### config.mk
export PLATFORM = sky130hd
export DESIGN_NAME = strobed_bus_master
export DESIGN_NICKNAME = d
export VERILOG_FILES = /design/src/rtl/sbm_pkg.sv /design/src/rtl/sbm_sync.sv /design/src/rtl/sbm_pacer.sv /design/src/rtl/sbm_retry.sv /design/src/rtl/strobed_bus_master.sv
export SDC_FILE = /design/constraint.sdc
export NUM_CORES = 1
export LEC_CHECK = 0
export ABC_AREA = 1
export BUFFER_PORTS_ARGS = -buffer_cell sky130_fd_sc_hd__buf_2
export CAP_MARGIN = 25
export CORE_MARGIN = 10
export CORE_UTILIZATION = 53
export CTS_BUF_LIST = sky130_fd_sc_hd__clkbuf_4
export DETAILED_ROUTE_END_ITERATION = 8
export HOLD_SLACK_MARGIN = 0.06
export PLACE_DENSITY = 0.76
export SYNTH_ARGS = -nofsm -noshare
export SYNTH_HDL_FRONTEND = slang
export SYNTH_HIERARCHICAL = 1
export SYNTH_SLANG_ARGS = --single-unit
export TNS_END_PERCENT = 10
### constraint.sdc
create_clock -name clk -period 2.1 [get_ports clk]
set_clock_uncertainty 0.2 [all_clocks]
set_input_delay 0.63 -clock clk [delete_from_list [all_inputs] [get_ports clk]]
set_output_delay 0.63 -clock clk [all_outputs]
set_load 0.05 [all_outputs]
### src/rtl/sbm_pkg.sv
package sbm_pkg;

   typedef enum logic [2:0] {
      ST_IDLE,
      ST_DIR,
      ST_CLR,
      ST_SETUP,
      ST_STB,
      ST_POLL,
      ST_CSNLO
   } sbm_state_e;

   typedef struct packed {
      logic csn;
      logic stb;
      logic ale;
      logic dir;
      logic oe;
   } sbm_lines_t;

   localparam sbm_lines_t SBM_LINES_REST = '{csn: 1'b1, stb: 1'b1, ale: 1'b1, dir: 1'b1, oe: 1'b1};

endpackage

### src/rtl/sbm_sync.sv
module sbm_sync #(
   parameter int STAGES = 2
) (
   input  logic clk,
   input  logic rst_n,
   input  logic d,
   output logic q
);
   logic [STAGES-1:0] chain_q;

   generate
      if (STAGES < 2) begin : g_bad
         $error("sbm_sync needs at least two stages");
      end
   endgenerate

   always_ff @(posedge clk or negedge rst_n) begin
      if (!rst_n) chain_q <= '0;
      else        chain_q <= {chain_q[STAGES-2:0], d};
   end

   assign q = chain_q[STAGES-1];
endmodule

### src/rtl/sbm_pacer.sv
module sbm_pacer #(
   parameter int STEP_CLKS = 4
) (
   input  logic clk,
   input  logic rst_n,
   input  logic load,
   output logic tick
);
   localparam int CW = $clog2(STEP_CLKS + 1);
   localparam logic [CW-1:0] RELOAD = CW'(STEP_CLKS - 1);

   logic [CW-1:0] cnt_q;

   always_ff @(posedge clk or negedge rst_n) begin
      if (!rst_n)              cnt_q <= '0;
      else if (load)           cnt_q <= RELOAD;
      else if (cnt_q != '0)    cnt_q <= cnt_q - 1'b1;
   end

   assign tick = (cnt_q == '0);
endmodule

### src/rtl/sbm_retry.sv
module sbm_retry #(
   parameter int MAX_RETRY = 255
) (
   input  logic clk,
   input  logic rst_n,
   input  logic clr,
   input  logic inc,
   output logic at_limit
);
   localparam int RW = $clog2(MAX_RETRY + 1);
   localparam logic [RW-1:0] LIMIT = RW'(MAX_RETRY);

   logic [RW-1:0] cnt_q;

   always_ff @(posedge clk or negedge rst_n) begin
      if (!rst_n)                   cnt_q <= '0;
      else if (clr)                 cnt_q <= '0;
      else if (inc && !at_limit)    cnt_q <= cnt_q + 1'b1;
   end

   assign at_limit = (cnt_q == LIMIT);
endmodule

### src/rtl/strobed_bus_master.sv
module strobed_bus_master
   import sbm_pkg::*;
#(
   parameter int DATA_W      = 8,
   parameter int ADDR_W      = 8,
   parameter int VAL_W       = 16,
   parameter int STEP_CLKS   = 4,
   parameter int SYNC_STAGES = 2,
   parameter int MAX_RETRY   = 255
) (
   input  logic              clk,
   input  logic              rst_n,
   input  logic              req_valid,
   input  logic              req_write,
   input  logic [ADDR_W-1:0] req_addr,
   input  logic [VAL_W-1:0]  req_wdata,
   output logic              busy,
   output logic              done,
   output logic              err,
   output logic [VAL_W-1:0]  rd_data,
   output logic [DATA_W-1:0] bus_dout,
   output logic              bus_oe,
   input  logic [DATA_W-1:0] bus_din,
   output logic              bus_csn,
   output logic              bus_dir,
   output logic              bus_stb,
   output logic              bus_ale,
   input  logic              bus_rdy
);
   localparam int NBYTES = VAL_W / DATA_W;
   localparam int IDX_W  = (NBYTES > 1) ? $clog2(NBYTES) : 1;
   localparam logic [IDX_W-1:0] IDX_TOP = IDX_W'(NBYTES - 1);

   generate
      if (VAL_W % DATA_W != 0 || NBYTES < 1) begin : g_bad_val
         $error("VAL_W must be a whole number of DATA_W bytes");
      end
      if (ADDR_W != DATA_W) begin : g_bad_addr
         $error("the address is sent as one byte: ADDR_W must equal DATA_W");
      end
      if (SYNC_STAGES < 2) begin : g_bad_sync
         $error("SYNC_STAGES must be at least 2");
      end
      if (STEP_CLKS <= SYNC_STAGES) begin : g_bad_step
         $error("STEP_CLKS must exceed SYNC_STAGES so ready settles in one step");
      end
      if (MAX_RETRY < 1) begin : g_bad_retry
         $error("MAX_RETRY must be at least 1");
      end
   endgenerate

   // state and request registers
   sbm_state_e        state_q, state_d;
   logic              is_addr_q, is_addr_d;
   logic [IDX_W-1:0]  idx_q, idx_d;
   logic              wr_q;
   logic [ADDR_W-1:0] addr_q;
   logic [VAL_W-1:0]  wdata_q;
   logic [VAL_W-1:0]  rdbuf_q;
   logic [VAL_W-1:0]  rd_data_q;
   sbm_lines_t        lines_q, lines_d;
   logic [DATA_W-1:0] dout_q, dout_d;
   logic              done_q, err_q;

   // sequencing strobes
   logic tick, load, rdy_s, at_limit;
   logic accept, retry_inc, capture, finish, fin_err;
   logic wr_n, drive;
   logic [DATA_W-1:0] byte_v;

   sbm_sync #(.STAGES(SYNC_STAGES)) u_sync (
      .clk   (clk),
      .rst_n (rst_n),
      .d     (bus_rdy),
      .q     (rdy_s)
   );

   sbm_pacer #(.STEP_CLKS(STEP_CLKS)) u_pacer (
      .clk   (clk),
      .rst_n (rst_n),
      .load  (load),
      .tick  (tick)
   );

   sbm_retry #(.MAX_RETRY(MAX_RETRY)) u_retry (
      .clk      (clk),
      .rst_n    (rst_n),
      .clr      (accept),
      .inc      (retry_inc),
      .at_limit (at_limit)
   );

   // next-state sequencing
   always_comb begin
      state_d   = state_q;
      is_addr_d = is_addr_q;
      idx_d     = idx_q;
      load      = 1'b0;
      accept    = 1'b0;
      retry_inc = 1'b0;
      capture   = 1'b0;
      finish    = 1'b0;
      fin_err   = 1'b0;
      if (state_q == ST_IDLE) begin
         if (req_valid) begin
            accept  = 1'b1;
            load    = 1'b1;
            state_d = ST_DIR;
         end
      end else if (tick) begin
         load = 1'b1;
         case (state_q)
            ST_DIR: begin
               state_d   = ST_CLR;
               is_addr_d = 1'b1;
               idx_d     = IDX_TOP;
            end
            ST_CLR: begin
               state_d = (!wr_q && !is_addr_q) ? ST_STB : ST_SETUP;
            end
            ST_SETUP: begin
               state_d = ST_STB;
            end
            ST_STB: begin
               capture = !wr_q && !is_addr_q;
               if (is_addr_q) begin
                  is_addr_d = 1'b0;
                  idx_d     = IDX_TOP;
                  state_d   = ST_CLR;
               end else if (idx_q != '0) begin
                  idx_d   = idx_q - 1'b1;
                  state_d = ST_CLR;
               end else begin
                  state_d = ST_POLL;
               end
            end
            ST_POLL: begin
               if (!rdy_s) begin
                  finish  = 1'b1;
                  state_d = ST_IDLE;
               end else if (at_limit) begin
                  finish  = 1'b1;
                  fin_err = 1'b1;
                  state_d = ST_IDLE;
               end else begin
                  retry_inc = 1'b1;
                  if (wr_q) begin
                     state_d = ST_CSNLO;
                  end else begin
                     idx_d   = IDX_TOP;
                     state_d = ST_CLR;
                  end
               end
            end
            ST_CSNLO: begin
               state_d = ST_POLL;
            end
            default: begin
               state_d = ST_IDLE;
            end
         endcase
      end
   end

   // bus levels for the state being entered
   always_comb begin
      wr_n    = accept ? req_write : wr_q;
      drive   = wr_n || is_addr_d;
      byte_v  = is_addr_d ? DATA_W'(addr_q) : wdata_q[int'(idx_d)*DATA_W +: DATA_W];
      lines_d = SBM_LINES_REST;
      dout_d  = '1;
      case (state_d)
         ST_DIR: begin
            lines_d.dir = wr_n;
         end
         ST_CLR: begin
            lines_d = '{csn: 1'b0, stb: 1'b0, ale: 1'b0, dir: wr_n, oe: drive};
            dout_d  = '0;
         end
         ST_SETUP: begin
            lines_d = '{csn: 1'b0, stb: 1'b0, ale: is_addr_d, dir: wr_n, oe: 1'b1};
            dout_d  = byte_v;
         end
         ST_STB: begin
            lines_d = '{csn: 1'b0, stb: 1'b1, ale: is_addr_d, dir: wr_n, oe: drive};
            dout_d  = drive ? byte_v : '0;
         end
         ST_POLL: begin
            lines_d = '{csn: 1'b1, stb: 1'b1, ale: 1'b0, dir: wr_n, oe: wr_n};
            dout_d  = wr_n ? byte_v : '0;
         end
         ST_CSNLO: begin
            lines_d = '{csn: 1'b0, stb: 1'b1, ale: 1'b0, dir: wr_n, oe: wr_n};
            dout_d  = wr_n ? byte_v : '0;
         end
         default: begin
            lines_d = SBM_LINES_REST;
            dout_d  = '1;
         end
      endcase
   end

   always_ff @(posedge clk or negedge rst_n) begin
      if (!rst_n) begin
         state_q   <= ST_IDLE;
         is_addr_q <= 1'b0;
         idx_q     <= '0;
         wr_q      <= 1'b0;
         addr_q    <= '0;
         wdata_q   <= '0;
         rdbuf_q   <= '0;
         rd_data_q <= '0;
         lines_q   <= SBM_LINES_REST;
         dout_q    <= '1;
         done_q    <= 1'b0;
         err_q     <= 1'b0;
      end else begin
         state_q   <= state_d;
         is_addr_q <= is_addr_d;
         idx_q     <= idx_d;
         lines_q   <= lines_d;
         dout_q    <= dout_d;
         done_q    <= finish;
         err_q     <= fin_err;
         if (accept) begin
            wr_q    <= req_write;
            addr_q  <= req_addr;
            wdata_q <= req_wdata;
         end
         if (capture) rdbuf_q[int'(idx_q)*DATA_W +: DATA_W] <= bus_din;
         if (finish && !wr_q) rd_data_q <= rdbuf_q;
      end
   end

   assign busy     = (state_q != ST_IDLE);
   assign done     = done_q;
   assign err      = err_q;
   assign rd_data  = rd_data_q;
   assign bus_dout = dout_q;
   assign bus_oe   = lines_q.oe;
   assign bus_csn  = lines_q.csn;
   assign bus_dir  = lines_q.dir;
   assign bus_stb  = lines_q.stb;
   assign bus_ale  = lines_q.ale;
endmodule

==> results of run 1 <==
-- metal layers --
| layer | vias up | part of all wire [%] | GRT usage [%] |
|---|---|---|---|
| met5 | - | 0 | 0 |
| met4 | 0 | 2.3 | 7.06 |
| met3 | 22 | 7.4 | 4.56 |
| met2 | 107 | 49 | 27.5 |
| met1 | 1637 | 41 | 19.5 |
| li1 | 1710 | - | - |
-- final cells by class --
class / instances / area, sq um
clock buffers: 10 / 75.1
clock inverters: 6 / 41.3
fillers: 621 / 2550
inverters: 54 / 214
multi-input cells: 322 / 1730
flip-flops and latches: 90 / 2270
well taps: 102 / 128
repair buffers: 107 / 712
-- cells in the mapped netlist (all sizes together) --
| cell type | n | area [sq um] |
|---|---|---|
| clkinv | 1 | 8.76 |
| xor2 | 1 | 8.76 |
| buf | 6 | 51.3 |
| nor2 | 31 | 146 |
| mux2 | 16 | 218 |
| nand2 | 186 | 771 |
| nor3 | 2 | 10.0 |
| a21oi | 4 | 31.3 |
| inv | 53 | 199 |
| ha | 3 | 37.5 |
| dfstp | 13 | 342 |
| dfrtp | 77 | 1930 |
| nand4 | 3 | 18.8 |
| nand3b | 8 | 60.1 |
| nand3 | 34 | 205 |
| o21ai | 34 | 174 |
| clkbuf | 5 | 18.8 |
-- kinds of logic after synthesis --
| logic type | synth area share (%) |
|---|---|
| xor gates and xnor gates | 0.207 |
| DFF | 53.7 |
| adders and majority gates | 0.888 |
| AOI/OAI and AO/OA | 4.86 |
| buffers and inverters | 6.57 |
| muxes | 5.15 |
| and+or+nand+nor | 28.7 |
-- through the flow --
step / area [sq um] / total power, mW / setup TNS (ns) / setup slack [ns]
global placement: 4910 / 4.39 / -0.213 / -0.0288
global route: 5170 / 5.83 / -3.76 / -0.274
CTS: 5090 / 5.39 / -0.754 / -0.0949
detailed placement: 4910 / 4.47 / -1.16 / -0.114
floorplan: 4240 / 3.86 / -0.627 / -0.0359
finish: 5170 / 5.45 / -0.599 / -0.0851
-- critical path, cell delays in order, from the launching register on --
cell	delay [ns]
dfrtp_1	0.39
ha_2	0.19
nand2_2	0.07
nor2_4	0.11
nand2_4	0.06
inv_4	0.05
inv_2	0.03
nand2_2	0.05
inv_2	0.05
nand2_2	0.09
nand2_1	0.05
nor2_1	0.08
nor2_1	0.05
nor2_2	0.17
nand3_2	0.11
nand2_2	0.09
nand2_2	0.06
nand2_4	0.11
nand2_2	0.06
nand2_2	0.06
-- power by group --
group          total, mW  internal, mW  switching [mW]
combinational       2.39         0.792            1.60
sequential          2.22          2.09           0.123
clock              0.843         0.257           0.586
-- how the worst max path moves through the flow --
stage / startpoint / end / slack, ns / depth (start not counted)
finish: u_retry/cnt_q[0] / bus_dout[4] / -0.09 / 19
global placement: u_retry/cnt_q[1] / bus_dout[0] / -0.03 / 19
global route: u_retry/cnt_q[0] / bus_dout[4] / -0.27 / 19
detailed placement: u_retry/cnt_q[0] / bus_dout[4] / -0.11 / 19
floorplan: u_retry/cnt_q[1] / bus_dout[0] / -0.04 / 19
CTS: u_retry/cnt_q[0] / bus_dout[4] / -0.09 / 19
-- registers in the layout, summed over array words and instances, names as in the netlist, 2 cells and up --
name,flops
u_sync/chain_q,2
rd_data,16
bus_dout,8
u_pacer/cnt_q,3
u_retry/cnt_q,8
rdbuf_q,16
wdata_q,16
addr_q,8
state_q,3
-- what timing repair did --
action | in CTS | in global routing
endpoints found under the setup margin | 28 | 60
hold buffers | 1 | 0
hold endpoints to repair | 27 | 0
setup buffers | 3 | 4
resized for setup | 14 | 20
pin swaps | 11 | 9
==> flow_summary.ini, run 1 <==
[outcome]
status = finished with violations
violations = negative setup slack

[logic_synthesis]
synth.distinct_cells = 30
synthesis.nets = 517
synth_warnings = 6
seq_area_frac_synth_pct = 53.7
syn_area_sq_um = 4230
ys_ff_latch = 90
syn_inst = 477
synth_area_per_cell_sq_um = 8.86

[floorplanning]
num_io_pins = 69
die_h_microns = 109
die-width_microns = 109
fp.coreArea_sq_um = 7730
die_area_sq_um = 11900
rows = 32
initial_utilization_pct = 54.7

[critical_path]
crit_arrival_ns = 2.38
endpoint_kind = flip-flop
path_max_fanout = 8
r2r-start = u_retry/cnt_q[0]
path_class = reg2reg
required_ns = 2.29
worstReg2RegEnd = bus_dout[4]
worst_setup_path_start_kind = flip-flop
reg2regPathDepth = 19
reg2reg_slack_ns = -0.09

[job]
drv_cap = 0

[place]
post-place-cells = 667
place.gp.congestion = 0.884
port_buffers = 68
dp_hpwl_microns = 7110

[route]
routed_wl_microns = 9450
drc = 0
postRouteAntennaNets = 0
num_vias = 3476
via_per_inst = 5.03
wl_per_cell_microns = 13.7
drtIter0Drc = 164
dr.pass1.iters = 4

[clock_tree]
cts_inserted_buffers = 9
clock_latency_ns = 0.44
ctsLongestPathBuffers = 2
numClockSinks = 90
clk_pin_slew_worst_paths_ns = 0.15
cts_tree = yes
clock_tree.root_cell = clkbuf_4
htreeDepth = 3

[sta]
final_max_slew_viol_count = 0
worst_pin_slew_ns = 0.418
relSlewSlack_pct = 72.1
min_period_over_period_pct = 104
layout_min_cycle_time_ns = 2.19
rsz0062_at_grt = true
fin_hold_ws_ns = 0.0997
fmax_ghz = 0.458
finalHoldViolCount = 0
setup_ws_ns = -0.0851
setup_viol = 9

[worst_hold_path]
hold_class = in2reg
hp-start = bus_rdy
hold_depth = 1
min_to = u_sync/chain_q[0]

[global_route]
track_usage_pct = 16.4
grt_pass1_vias = 3490
grt_pass1_wl_microns = 15900
grt_max_degree = 33
gr-total-overflow = 0
antenna_found_initial = 0

[layout]
fin_util_pct = 66.9
antenna_cells = 0
synthToLayoutAreaGrowth_pct = 22.4
layout_commonest_cell = nand2_1
drive_gt1_share_pct = 35.3
finalNonFillerCells = 691
final_cell_mix = 160 x nand2_1, 74 x dfrtp_1, 57 x buf_2
fin_nets = 624

[power_and_ir_drop]
peakVddDrop_mv = 0.661
power.density_nw_per_um2 = 1050
p_leak_nw = 2.82
Note: power is estimated with default switching activity, not from simulation.
==> inputs of run 2 (changes only) <==
- REMOVE_ABC_BUFFERS: default -> 1
==> run 2 against run 1 <==
Flip-flop and latch count unchanged. The run still ends with negative setup slack left. Sequential share of layout area unchanged. Utilization unchanged. Global-route usage up 0.13 points. Highest routed layer unchanged. Die area unchanged. Clock power up 15%. Sequential power about the same. Critical path depth down 5. Non-clock buffer count down 3. Total power up 3.0%. Final cell count down 0.43%. Maximum frequency up 0.50%.
==> flow_summary.ini, run 2 (same netlist as run 1, synthesis figures left out) <==
[outcome]
status = finished with violations
violations = negative setup slack

[global_route]
grt_pass1_vias = 3510
antenna_found_initial = 0
gr-total-overflow = 0
track_usage_pct = 16.6
grt_pass1_wl_microns = 16100
grt_max_degree = 91

[route]
drtIter0Drc = 129
dr.pass1.iters = 5
routed_wl_microns = 9540
wl_per_cell_microns = 13.9
via_per_inst = 5.06
num_vias = 3482
postRouteAntennaNets = 0
drc = 0

[layout]
antenna_cells = 0
finalNonFillerCells = 688
fin_util_pct = 66.9
seqCellArea_sq_um = 2270
multiInputGateArea_sq_um = 1740
fin_nets = 621
fillers = 625
fin_area_sq_um = 5170
synthToLayoutAreaGrowth_pct = 22.4
final_cell_mix = 163 x nand2_1, 74 x dfrtp_1, 53 x buf_2
drive_gt1_share_pct = 34.8
layout_commonest_cell = nand2_1

[floorplanning]
rows = 32
initial_utilization_pct = 54.7
die-width_microns = 109
die_area_sq_um = 11900
num_io_pins = 69
die_h_microns = 109
fp.coreArea_sq_um = 7730

[sta]
setup_ws_ns = -0.0742
final_max_slew_viol_count = 0
layout_min_cycle_time_ns = 2.17
finalHoldViolCount = 0
fmax_ghz = 0.460
worst_pin_slew_ns = 0.465
setup_viol = 29
min_period_over_period_pct = 104
relSlewSlack_pct = 69.0
rsz0062_at_grt = true

[place]
post-place-ws_ns = -0.175
post-place-cells = 664
port_buffers = 68
place.gp.congestion = 0.886
dp_hpwl_microns = 6870
dpl_cell_area_sq_um = 4860

[power_and_ir_drop]
p_leak_nw = 2.83
power.density_nw_per_um2 = 1090
peakVddDrop_mv = 0.757

[job]
drv_cap = 0

[critical_path]
worst_setup_path_start_kind = flip-flop
endpoint_kind = flip-flop
crit_arrival_ns = 2.36
path_class = reg2reg
path_max_fanout = 8
required_ns = 2.29

[clock_tree]
ctsLongestPathBuffers = 2
numClockSinks = 90
clk_pin_slew_worst_paths_ns = 0.14
clock_tree.root_cell = clkbuf_4
clock_latency_ns = 0.44
cts_tree = yes
cts_inserted_buffers = 9
htreeDepth = 3

[worst_hold_path]
hold_class = reg2reg
[run 2: changes by cell type in the layout (fill, tap and decap cells not counted), moves of 2 or more]
cell	delta
buf_6	-2
nand2_2	-3
nand2_1	+3
clkinvlp_4	-2
nor2_2	+2
buf_2	-4
[run 2: routing by layer]
metal  wire length [microns]  GRT usage (%)  vias up  part of all wire [%]
li1                        -              -     1709                     -
met1                    3930           20.2     1639                    41
met2                    4760           27.9      115                    50
met3                     671           4.27       19                   7.0
met4                     182           5.76        0                   1.9
met5                       0              0        -                     0
[run 2: what timing repair did]
item,in CTS,in global routing
endpoints found under the hold margin,77,1
hold buffers,1,1
cloned,0,0
setup buffers,6,0
pin swaps,11,9
setup endpoints to repair,35,48
gates resized for setup,21,21
[run 2: report_power, final]
part,total (mW),internal [mW],switching [mW]
clock,0.966,0.372,0.595
combinational,2.43,0.808,1.62
sequential,2.23,2.10,0.132
total,5.62,3.27,2.35
[run 2: critical path, stage by stage, from the launching register on]
cell and delay (ns):
dfrtp_1 0.38, inv_1 0.07, ha_2 0.20, nand2_2 0.10, inv_2 0.08, buf_4 0.17
nor2_1 0.24, inv_1 0.10, nand2_2 0.13, nand3_1 0.10, nand2_2 0.08, nand2_2 0.07
nand2_4 0.10, nand2_1 0.06, nand2_1 0.06
[run 2: cell type report]
cell class,count,share of cell area (%)
clock buffer,9,1.31
multi-input combinational,322,33.6
timing repair buffer,104,13.2
tap,102,2.47
sequential,90,43.9
clock inverter,7,1.48
inverter,54,4.02
[run 2: per-stage QoR]
step	power (mW)	setup TNS [ns]	hold WS [ns]
6_report	5.62	-1.25	0.170
4_1_cts	5.53	-0.669	0.0776
3_3_place_gp	4.37	-1.15	0.134
3_5_place_dp	4.45	-3.44	0.141
5_1_grt	6.02	-5.93	0.152
2_1_floorplan	3.80	-3.75	0.131
[run 2: worst paths after layout]
path | from | slack (ns) | cells past startpoint | to
hold / removal | u_sync/chain_q[0] | 0.17 | 0 | u_sync/chain_q[1]
min in group asynchronous | rst_n | 0.57 | 3 | err
hold reg to reg | u_sync/chain_q[0] | 0.17 | 0 | u_sync/chain_q[1]
setup reg to reg | u_pacer/cnt_q[1] | -0.07 | 14 | bus_dout[2]
max in group asynchronous | rst_n | 0.77 | 3 | bus_dout[5]
setup / recovery | u_pacer/cnt_q[1] | -0.07 | 14 | bus_dout[2]
